### src/rtl/spi_xfer_pkg.sv
package spi_xfer_pkg;

   // engine sequencing: select asserted lead-in is part of SHIFT, TAIL is the
   // trailing half-period before select is released
   typedef enum logic [1:0] {
      PH_IDLE  = 2'd0,
      PH_SHIFT = 2'd1,
      PH_TAIL  = 2'd2
   } phase_e;

endpackage

### src/rtl/spi_half_timer.sv
module spi_half_timer #(
   parameter int CNT_W = 8
) (
   input  logic             clk,
   input  logic             rst_n,
   input  logic             run,
   input  logic [CNT_W-1:0] limit,
   output logic             tick
);

   logic [CNT_W-1:0] cnt_q;

   assign tick = run && (cnt_q == limit);

   always_ff @(posedge clk or negedge rst_n) begin
      if (!rst_n)
         cnt_q <= '0;
      else if (!run || tick)
         cnt_q <= '0;
      else
         cnt_q <= cnt_q + CNT_W'(1);
   end

endmodule

### src/rtl/spi_bit_shifter.sv
module spi_bit_shifter #(
   parameter int WORD_W   = 16,
   parameter int NARROW_W = 8
) (
   input  logic              clk,
   input  logic              rst_n,
   input  logic              load,
   input  logic [WORD_W-1:0] tx_word,
   input  logic              pha,
   input  logic              lsb_first,
   input  logic              wide,
   input  logic              odd_edge,
   input  logic              even_edge,
   input  logic              last_edge,
   input  logic              miso,
   output logic              mosi,
   output logic [WORD_W-1:0] shifted
);

   localparam int IDX_W = $clog2(WORD_W);

   logic [WORD_W-1:0] sreg_q;
   logic              held_q;
   logic [IDX_W-1:0]  top_idx;
   logic              in_bit;

   assign top_idx = wide ? IDX_W'(WORD_W - 1) : IDX_W'(NARROW_W - 1);
   // phase 1 samples on the shifting edge itself, phase 0 uses the held bit
   assign in_bit  = pha ? miso : held_q;

   function automatic logic tap(input logic [WORD_W-1:0] w, input logic lsb,
                                input logic [IDX_W-1:0] ti);
      return lsb ? w[0] : w[ti];
   endfunction

   always_comb begin
      if (lsb_first) begin
         shifted          = sreg_q >> 1;
         shifted[top_idx] = in_bit;
      end else begin
         shifted = {sreg_q[WORD_W-2:0], in_bit};
      end
   end

   always_ff @(posedge clk or negedge rst_n) begin
      if (!rst_n) begin
         sreg_q <= '0;
         held_q <= 1'b0;
         mosi   <= 1'b0;
      end else if (load) begin
         sreg_q <= tx_word;
         mosi   <= tap(tx_word, lsb_first, top_idx);
      end else if (odd_edge) begin
         if (pha)
            mosi <= tap(sreg_q, lsb_first, top_idx);
         else
            held_q <= miso;
      end else if (even_edge) begin
         sreg_q <= shifted;
         if (!pha && !last_edge)
            mosi <= tap(shifted, lsb_first, top_idx);
      end
   end

endmodule

### src/rtl/spi_xfer_engine.sv
module spi_xfer_engine
   import spi_xfer_pkg::*;
#(
   parameter int WORD_W   = 16,
   parameter int NARROW_W = 8,
   parameter int DIV_W    = 8
) (
   input  logic              clk,
   input  logic              rst_n,
   input  logic              start_i,
   input  logic [WORD_W-1:0] tx_word_i,
   input  logic              pol_i,
   input  logic              pha_i,
   input  logic              lsb_first_i,
   input  logic              wide_i,
   input  logic [DIV_W-1:0]  div_i,
   input  logic              rd_ack_i,
   input  logic              miso_i,
   output logic              sck_o,
   output logic              mosi_o,
   output logic              ss_n_o,
   output logic              busy_o,
   output logic              done_o,
   output logic [WORD_W-1:0] rx_word_o
);

   localparam int EDGE_W = $clog2(2 * WORD_W);

   if (NARROW_W < 2 || NARROW_W >= WORD_W) begin : g_bad_width
      $error("spi_xfer_engine: NARROW_W must lie in [2, WORD_W)");
   end
   if (DIV_W < 1) begin : g_bad_div
      $error("spi_xfer_engine: DIV_W must be at least 1");
   end

   phase_e             st_q;
   logic               cfg_pol, cfg_pha, cfg_lsb, cfg_wide;
   logic [DIV_W-1:0]   cfg_div;
   logic [EDGE_W-1:0]  edge_q;
   logic [EDGE_W-1:0]  last_cnt;
   logic               sck_q, ss_q, done_q;
   logic [WORD_W-1:0]  rx_q;
   logic [WORD_W-1:0]  rx_mask;
   logic [WORD_W-1:0]  shifted;
   logic               accept, tick, shift_tick, odd_edge, even_edge, last_even;
   logic               eff_pha, eff_lsb, eff_wide;

   assign accept     = start_i && (st_q == PH_IDLE);
   assign shift_tick = tick && (st_q == PH_SHIFT);
   assign odd_edge   = shift_tick && !edge_q[0];
   assign even_edge  = shift_tick &&  edge_q[0];
   assign last_cnt   = cfg_wide ? EDGE_W'(2 * WORD_W - 1) : EDGE_W'(2 * NARROW_W - 1);
   assign last_even  = even_edge && (edge_q == last_cnt);

   // options reach the shifter live on the load cycle, latched afterwards
   assign eff_pha  = accept ? pha_i       : cfg_pha;
   assign eff_lsb  = accept ? lsb_first_i : cfg_lsb;
   assign eff_wide = accept ? wide_i      : cfg_wide;

   for (genvar g = 0; g < WORD_W; g++) begin : g_mask
      if (g < NARROW_W) begin : g_low
         assign rx_mask[g] = 1'b1;
      end else begin : g_high
         assign rx_mask[g] = cfg_wide;
      end
   end

   spi_half_timer #(
      .CNT_W (DIV_W)
   ) u_timer (
      .clk   (clk),
      .rst_n (rst_n),
      .run   (st_q != PH_IDLE),
      .limit (cfg_div),
      .tick  (tick)
   );

   spi_bit_shifter #(
      .WORD_W   (WORD_W),
      .NARROW_W (NARROW_W)
   ) u_shift (
      .clk       (clk),
      .rst_n     (rst_n),
      .load      (accept),
      .tx_word   (tx_word_i),
      .pha       (eff_pha),
      .lsb_first (eff_lsb),
      .wide      (eff_wide),
      .odd_edge  (odd_edge),
      .even_edge (even_edge),
      .last_edge (last_even),
      .miso      (miso_i),
      .mosi      (mosi_o),
      .shifted   (shifted)
   );

   always_ff @(posedge clk or negedge rst_n) begin
      if (!rst_n) begin
         st_q     <= PH_IDLE;
         cfg_pol  <= 1'b0;
         cfg_pha  <= 1'b0;
         cfg_lsb  <= 1'b0;
         cfg_wide <= 1'b0;
         cfg_div  <= '0;
         edge_q   <= '0;
         sck_q    <= 1'b0;
         ss_q     <= 1'b1;
      end else begin
         case (st_q)
            PH_IDLE: begin
               sck_q <= pol_i;
               if (accept) begin
                  st_q     <= PH_SHIFT;
                  cfg_pol  <= pol_i;
                  cfg_pha  <= pha_i;
                  cfg_lsb  <= lsb_first_i;
                  cfg_wide <= wide_i;
                  cfg_div  <= div_i;
                  edge_q   <= '0;
                  ss_q     <= 1'b0;
               end
            end
            PH_SHIFT: begin
               if (tick) begin
                  sck_q  <= ~sck_q;
                  edge_q <= edge_q + EDGE_W'(1);
                  if (edge_q == last_cnt)
                     st_q <= PH_TAIL;
               end
            end
            PH_TAIL: begin
               if (tick) begin
                  ss_q <= 1'b1;
                  st_q <= PH_IDLE;
               end
            end
            default: st_q <= PH_IDLE;
         endcase
      end
   end

   always_ff @(posedge clk or negedge rst_n) begin
      if (!rst_n) begin
         done_q <= 1'b0;
         rx_q   <= '0;
      end else begin
         if (last_even) begin
            done_q <= 1'b1;
            rx_q   <= shifted & rx_mask;
         end else if (rd_ack_i) begin
            done_q <= 1'b0;
         end
      end
   end

   assign sck_o     = sck_q;
   assign ss_n_o    = ss_q;
   assign busy_o    = (st_q != PH_IDLE);
   assign done_o    = done_q;
   assign rx_word_o = rx_q;

endmodule

### config.mk
export PLATFORM = sky130hd
export DESIGN_NAME = spi_xfer_engine
export DESIGN_NICKNAME = d
export VERILOG_FILES = /design/src/rtl/spi_xfer_pkg.sv /design/src/rtl/spi_half_timer.sv /design/src/rtl/spi_bit_shifter.sv /design/src/rtl/spi_xfer_engine.sv
export SDC_FILE = /design/constraint.sdc
export NUM_CORES = 1
export LEC_CHECK = 0
export CAP_MARGIN = 20
export CORE_MARGIN = 3
export CORE_UTILIZATION = 56
export CTS_BUF_LIST = sky130_fd_sc_hd__clkbuf_16
export CTS_CLUSTER_SIZE = 25
export DETAILED_ROUTE_END_ITERATION = 16
export HOLD_SLACK_MARGIN = 0.15
export PLACE_DENSITY = 0.86
export SLEW_MARGIN = 30
export SYNTH_ARGS = -nofsm -noshare
export SYNTH_HDL_FRONTEND = slang
export SYNTH_SLANG_ARGS = --single-unit
### constraint.sdc
create_clock -name clk -period 4.2 [get_ports clk]
set_input_delay 0.84 -clock clk [delete_from_list [all_inputs] [get_ports clk]]
set_output_delay 0.84 -clock clk [all_outputs]
set_load 0.02 [all_outputs]
==> results of run 1 <==
==> report_power, final <==
part	internal [mW]	total (mW)	switching [mW]
Sequential	0.762	0.935	0.174
Clock	0.449	0.700	0.251
Combinational	0.306	0.615	0.310
Total	1.52	2.25	0.735
==> registers in the layout, indices dropped and copies added (netlist names) <==
register	count
edge_q	5
ss_n_o	1
sck_o	1
done_o	1
u_shift.sreg_q	16
u_timer.cnt_q	8
cfg_div	8
rx_word_o	16
st_q	2
cfg_lsb	1
u_shift.held_q	1
cfg_pha	1
cfg_wide	1
u_shift.mosi	1
==> Yosys cell counts <==
cell / n
sky130_fd_sc_hd__nor3_2: 1
sky130_fd_sc_hd__inv_1: 9
sky130_fd_sc_hd__and3_1: 5
sky130_fd_sc_hd__a221o_1: 11
sky130_fd_sc_hd__mux2i_1: 16
sky130_fd_sc_hd__nand2_1: 64
sky130_fd_sc_hd__nand4_1: 2
sky130_fd_sc_hd__clkbuf_1: 13
sky130_fd_sc_hd__nor3_1: 6
sky130_fd_sc_hd__o211ai_1: 2
sky130_fd_sc_hd__buf_1: 1
sky130_fd_sc_hd__a211oi_1: 3
sky130_fd_sc_hd__mux2_2: 4
sky130_fd_sc_hd__or3_1: 1
sky130_fd_sc_hd__nor2_1: 23
sky130_fd_sc_hd__o31ai_1: 4
sky130_fd_sc_hd__a21oi_1: 9
sky130_fd_sc_hd__xnor2_1: 10
sky130_fd_sc_hd__a31oi_1: 2
sky130_fd_sc_hd__a22o_1: 1
sky130_fd_sc_hd__xor2_1: 6
sky130_fd_sc_hd__nand2b_1: 3
sky130_fd_sc_hd__nor3b_4: 1
sky130_fd_sc_hd__nor2b_1: 3
sky130_fd_sc_hd__o22a_1: 1
sky130_fd_sc_hd__buf_2: 2
sky130_fd_sc_hd__a21o_1: 2
sky130_fd_sc_hd__or2_2: 2
sky130_fd_sc_hd__o22ai_1: 3
sky130_fd_sc_hd__a22oi_1: 2
sky130_fd_sc_hd__a221oi_1: 1
sky130_fd_sc_hd__dfrtp_1: 62
sky130_fd_sc_hd__mux2_1: 1
sky130_fd_sc_hd__nand3_1: 10
sky130_fd_sc_hd__ha_1: 2
sky130_fd_sc_hd__o21ai_0: 24
sky130_fd_sc_hd__dfstp_2: 1
==> placed cells by master, fill, tap and decap left out, drive strengths merged, types with 2 or more instances in the layout <==
cell type / count
nand4: 2
nand3: 10
o21ai: 24
nand2b: 3
dfrtp: 62
a22oi: 2
mux2i: 16
or2: 2
and3: 5
nor3: 7
ha: 2
a21oi: 9
nor2: 23
clkbuf: 9
o31ai: 4
o22ai: 3
o211ai: 2
a211oi: 3
clkdlybuf4s50: 52
mux2: 5
nor2b: 3
inv: 11
a21o: 2
clkinv: 4
buf: 6
xnor2: 10
a31oi: 2
nand2: 64
a221o: 11
xor2: 6
==> per-layer routing <==
metal	wire [um]	share of wire, %	vias up
met1	3140	43	1199
met3	411	5.6	16
met4	184	2.5	0
met2	3600	49	92
li1	-	-	1197
met5	0	0	-
==> worst register-to-register path, cell delays in order (launching register included) <==
cell	delay [ns]
sky130_fd_sc_hd__dfrtp_1	0.41
sky130_fd_sc_hd__xnor2_1	0.20
sky130_fd_sc_hd__nand4_1	0.22
sky130_fd_sc_hd__nor3_2	0.49
sky130_fd_sc_hd__nand2_1	0.48
sky130_fd_sc_hd__or3_1	0.49
sky130_fd_sc_hd__a21oi_1	0.16
==> final cells by class <==
type                    instances  area (um^2)  share of cell area [%]
inverters                       9         33.8                   0.863
clock inverters                 7         56.3                    1.44
flip-flops and latches         63         1580                    40.3
repair buffers                 58          576                    14.7
multi-input cells             225         1360                    34.7
clock buffers                   9          225                    5.76
well taps                      70         87.6                    2.24
==> cells by family after synthesis <==
family	after synthesis	share of synthesized area, %
AND/OR/NAND/NOR	121	17.7
multiplexers	21	7.16
XOR/XNOR	16	4.64
flip-flops	63	52.2
buffers and inverters	25	3.19
adder cells (fa/ha/maj)	2	0.828
AO/OA/AOI/OAI	65	14.2
==> path summary, 6_finish.rpt <==
path	cells past startpoint	to
max in group asynchronous	2	u_shift.sreg_q[1]$_DFFE_PN0P_
worst min-delay path	1	rx_word_o[14]$_DFFE_PN0P_
min in group clk	2	rx_word_o[7]$_DFFE_PN0P_
worst max register to register	6	edge_q[3]$_DFFE_PN0P_
worst max-delay path	7	u_shift.sreg_q[4]$_DFFE_PN0P_
worst min register to register	2	rx_word_o[7]$_DFFE_PN0P_
==> through the flow <==
step,setup WS [ns],hold slack (ns),utilization (%)
3_5_place_dp,0.961,0.471,69.8
3_3_place_gp,1.08,0.462,69.7
5_1_grt,1.12,0.399,75.6
4_1_cts,1.28,0.482,75.3
6_report,1.25,0.386,75.6
2_1_floorplan,1.64,0.467,-
==> results summary, run 1 <==
The run finished with clean final reports. The hold violation count in the final report is 0. Setup violations remaining at the end of the flow were counted as 0. The global routing usage summed across all routing layers is 25.4%.

The fraction of final layout cells with drive strength greater than 1 is ~8.1%. The global placement routability congestion is approximately 0.83. The data arrival time at the worst-slack endpoint is 3.16 ns. The clock tree from TritonCTS is done.

The flip-flop and latch count after synthesis is 63. The die covers approximately 6300 um^2. The die outline height came out at about 79 um.

The start-to-end type of the worst setup path is input port to flop. In this run the critical register-to-register path is launched from u_timer.cnt_q[6]$_DFF_PN0_. The final antenna-violating net count came out at 0. The kind of cell with the highest combined delay along the critical path is buffers and inverters. The maximum number of pins on one net before global-route repair is 41. The HPWL after detailed placement is 4870 um. The clock buffer count from CTS came out at 9. Global routing consumed, on the met2 layer, about two fifths of the routing resources.

The instance count after placement with tap cells included came out at 424. The number of iterations in the first detailed-routing pass came out at 4. The diode insertion count for antenna repair came out at 0. The post-place instance area is 3610 um^2. The floorplan core area is 5170 um^2. After routing, the total negative slack on setup checks comes to 0 ns. The CTS H-tree depth is 3. The number of sinks on the clock net came out at 63. The slowest stage of the critical path is the sky130_fd_sc_hd__mux2i_2 cell. Once the clock tree was built, the setup fixing pass inserted 0 buffers. For this run, global-route usage on met3 was measured as under 10%. Across the run, the number of max-cap violations was 0. The number of global-route vias before repair is 2526. The post-route DRC violation count is 0. The clock skew is between 0.004 and 0.005 ns.

The finished cells cover 3910 um^2. The number of instances in the synthesized netlist is 313. A synthesized cell averages between 9 and 10 um^2. The number of vias after detailed routing came out at around 2.5k.

Dividing the detail-routed wire length by the instance count gives 16.6 um. Summing internal, switching and leakage power gives around 2.3 mW. The fraction of synthesized cell area taken by the top area cell type is 51.3%. The peak fanout along the critical path came out at 16. The initial DRC count came out at 211. Setup repair after global routing left no endpoint under its margin. The later-pin clock latency in the skew report is 0.33 ns. The number of top-level pins is 54. Walking the worst path, the cells encountered are clkdlybuf4s50_1 -> nor3b_4 -> mux2i_2 -> buf_4 -> mux2i_1 -> nor2_1 -> a221o_1. After clock tree synthesis, the clock-pin slew on the worst setup and hold paths is about 0.05 ns.

The tightest min-delay check is of the input port to asynchronous set/reset pin type. Compared with the post-synthesis result, the final layout area differs by 29.5%. The timing startpoint of the critical path is start_i.

For the pin with the worst max-slew slack, the measured transition is 0.580 ns. The cell sitting at the root of the clock tree is a sky130_fd_sc_hd__clkbuf_16. The initial cell density of the core is 58.4%. The count of final max-slew check failures is 0. Counting both buffers and inverters, the worst setup path holds a total of 2. By area the synthesized netlist is led by sky130_fd_sc_hd__dfrtp_1 51%, sky130_fd_sc_hd__nand2_1 8.0%, sky130_fd_sc_hd__mux2i_1 5.3%, sky130_fd_sc_hd__o21ai_0 4.0%, sky130_fd_sc_hd__a221o_1 3.6%.

The worst slew slack as a fraction of its limit is roughly 61%. During synthesis, Yosys emitted a total of 0 warnings. met2 is the most crowded layer.

The required time at the worst-slack endpoint is 4.41 ns. The capturing element type of the critical path is a flop. The total power divided by cell area is approximately 580 nW/um^2. The biggest cell delay along the critical path came out at 0.57 ns. The summed instance area of the synthesized netlist came out at 3020 um^2. The total overflow left after global routing is 0.

The count of non-filler cells in the finished layout came out at 441. The first-pass GRT wire length came out at 12200 um. After detailed routing, the total wire length is 7330 um. The ratio of final minimum period to clock period came out at 70.3%. The setup check on the worst reg-to-reg path leaves a slack of 1.67 ns. The worst setup path is launched from an input port. The initial antenna violation count is 0. VDD sags by at most 0.000385 V.

The biggest area contributor in the post-synthesis netlist is sky130_fd_sc_hd__dfrtp_1. The distinct cell type count of the synthesized netlist came out at 37. The clock period minus worst slack is 2.95 ns. The average via count per standard cell came out at approximately 5.7. Measured along the x axis, the die boundary spans 79.5 um. The clock tree buffer depth came out at 2. For this run, global-route usage on met1 was measured as 33.4%. Based on the critical path, the design can be clocked at up to between 0.3 and 0.4 GHz.

The static power due to leakage is 1.78 nW. The sequential area share after synthesis is a little over half. The number of fill cells came out at approximately 350. The number of core rows is 26. The count of buffers inserted at the top-level ports came out at 53.

The number of gates given a new drive strength after cts came out at 0. Buffers inserted to repair hold after CTS numbered 0. The net count after synthesis is 348. The net count of the finished layout is 401.
Note: power is estimated with default switching activity, not from simulation.
==> run 2: changes to the inputs <==
CORE_UTILIZATION = 52   (was 56)
PLACE_DENSITY = 0.81   (was 0.86)
clock period = 3 ns   (was 4.2 ns; I/O delays follow)
==> run 2 against run 1 <==
Compared with the run above:
- design area grew 1.6%
- flip-flop and latch count is the same
- combinational power grew 42%
- largest cell class unchanged
- largest power group unchanged
==> results summary, run 2 (synthesis results as in run 1) <==
Run status: finished, final reports clean (unchanged). The start-to-end type of the worst setup path is input port to flop (unchanged). The total wirelength of the detailed-routed design is 7300 um (was 7330 um). The static power due to leakage was 1.80 nW (was 1.78 nW). The start of the worst register-to-register path is st_q[0]$_DFFE_PN0P_ (was u_timer.cnt_q[6]$_DFF_PN0_). The worst hold slack across all endpoints came to 0.345 ns (was 0.386 ns).

The master of the slowest instance on the critical path is sky130_fd_sc_hd__clkdlybuf4s50_1 (was sky130_fd_sc_hd__mux2i_2). The synthesis-to-layout area growth is 31.5% (was 29.5%). The initial DRC count is 202 (was 211).

The required time at the worst-slack endpoint came out at 3.21 ns (was 4.41 ns). The hold violation count in the final report is 0 (unchanged). The worst min-delay path category is input port to asynchronous set/reset pin (unchanged). The ratio of final minimum period to clock period is 82.7%. The floorplan core area is 5570 um^2 (was 5170 um^2).

The initial cell density of the core came out at 54.2% (was 58.4%). The maximum number of pins on one net before global-route repair was 34 (was 41). The data arrival time at the worst-slack endpoint came to 2.69 ns (was 3.16 ns). The maximum frequency from static timing analysis is 0.403 GHz.

The worst slew slack as a fraction of its limit is 48.7% (was 60.6%). The later-pin clock latency in the skew report came to 0.33 ns (about the same). Commonest non-fill, non-tap cells in the layout: 64 x sky130_fd_sc_hd__nand2_1, 62 x sky130_fd_sc_hd__dfrtp_1, 52 x sky130_fd_sc_hd__clkdlybuf4s50_1, 24 x sky130_fd_sc_hd__o21ai_0, 23 x sky130_fd_sc_hd__nor2_1 (unchanged). The cell count of the worst reg-to-reg path came out at 6 (unchanged). The post-detailed-route wirelength per cell came to 16.4 um (was 16.6 um). The count of final setup violators is 0 (unchanged).

The number of core rows came to 27 (was 26). The timing startpoint of the critical path is start_i (unchanged). The number of vias after detailed routing is 2551 (was 2504). The clock-pin slew on the worst setup and hold paths was 0.06 ns (was 0.05 ns). The count of final max-slew check failures is 0 (unchanged). The number of iterations in the first detailed-routing pass is 4 (unchanged). The clock tree buffer depth is 2 (unchanged). The number of top-level pins was 54 (unchanged). The number of fill cells was 404 (was 346).

Ordered cell list for the critical path: clkdlybuf4s50_1 -> nor3b_4 -> mux2i_2 -> buf_4 -> mux2i_1 -> nor2_1 -> a221o_1 (unchanged). The net count of the finished layout is 404 (was 401). The overall die area is 6760 um^2 (was 6310 um^2). The global routing usage summed across all routing layers came to 23.5% (was 25.4%). The critical path launch point type is an input port (unchanged). The post-route DRC violation count came out at 0 (unchanged).

The fraction of final layout cells with drive strength greater than 1 is 9.36% (was 8.09%). The clock skew came to 0.00536 ns (was 0.00478 ns). The aggregate global routing overflow is 0 (unchanged). The die outline height is 82.2 um (was 79.5 um). The worst vdd rail ir drop is 0.000541 V (was 0.000385 V). The slew at the pin with the worst max-slew slack came out at 0.769 ns (was 0.580 ns). The number of gates given a new drive strength after cts came out at 0 (unchanged). The average via count per standard cell came out at 5.72 (was 5.68).

The first-pass GRT wire length is 11800 um (was 12200 um). The final antenna-violating net count came to 0 (unchanged). The clock period minus worst slack is 2.48 ns. The buffer cell driving the clock tree root was sky130_fd_sc_hd__clkbuf_16 (unchanged). The clock buffer count from CTS is 9 (unchanged).

The global placement routability congestion is 0.892 (was 0.833). The capturing element type of the critical path was a flop (unchanged). The clock tree from TritonCTS is done (unchanged). The aggregate negative setup slack is 0 ns (unchanged). The biggest cell delay along the critical path was 0.50 ns (was 0.57 ns).

The post-CTS setup buffer count is 0 (unchanged). The HPWL after detailed placement came out at 4940 um (was 4870 um). The CTS H-tree depth came to 3 (unchanged).

The number of max-cap violations is 0 (unchanged). The number of global-route vias before repair came to 2390 (was 2526). The number of buffers inserted by hold repair at cts came out at 0 (unchanged). The initial antenna violation count is 0 (unchanged).

The peak fanout along the critical path is 11 (was 16). The diode insertion count for antenna repair came to 0 (unchanged). Setup repair after global routing missed its margin: false (unchanged).

The most frequent standard cell in the layout excluding fill and tap cells is sky130_fd_sc_hd__nand2_1 (unchanged). The number of sinks on the clock net is 63 (unchanged). The horizontal extent of the die is 82.2 um (was 79.5 um). The total power divided by cell area is 829 nW/um^2 (was 575 nW/um^2).

The count of buffers inserted at the top-level ports is 53 (unchanged).
run 2: final cells by class:
class	instances	area, um^2	area share [%]
Clock buffer	9	225	5.67
Clock inverter	7	97.6	2.46
Inverter	9	33.8	0.850
Multi-Input combinational cell	225	1350	34.0
Sequential cell	63	1580	39.7
Tap cell	72	90.1	2.27
Timing Repair Buffer	61	598	15.1
run 2: worst paths after layout:
path                       slack, ns                             to
setup / recovery                0.52  u_shift.sreg_q[6]$_DFFE_PN0P_
hold / removal                  0.34             done_o$_DFFE_PN0P_
setup reg to reg                0.73  u_shift.sreg_q[6]$_DFFE_PN0P_
hold reg to reg                 0.48       rx_word_o[0]$_DFFE_PN0P_
max in group asynchronous       1.96             ss_n_o$_DFFE_PN1P_
min in group clk                0.48       rx_word_o[0]$_DFFE_PN0P_
run 2: worst max-delay path, delay by kind of cell:
family | cells | cell delay (ns)
buf+inv | 2 | 0.77
mux | 2 | 0.63
simple gates | 2 | 0.43
compound gates | 1 | 0.27
run 2: per-stage QoR:
step	cells	worst slack, ns	utilization, %	area [um^2]	total power, mW
global route	446	0.386	71.3	3970	3.47
global placement	430	0.348	65.5	3650	2.12
detailed placement	430	0.202	65.5	3650	2.17
finish	446	0.518	71.3	3970	3.29
floorplan	313	0.684	-	3020	1.87
CTS	446	0.535	71.3	3970	3.29
run 2: layer usage:
layer	GRT usage [%]	vias to the layer above	routed length (um)
met4	10.8	0	128
met1	32.2	1243	3270
met5	0	-	0
met2	36.1	94	3510
met3	4.23	12	390
li1	-	1202	-
run 2: power breakdown:
group | switching (mW) | internal, mW
Combinational | 0.440 | 0.436
Sequential | 0.242 | 1.07
Clock | 0.382 | 0.727
Total | 1.07 | 2.23
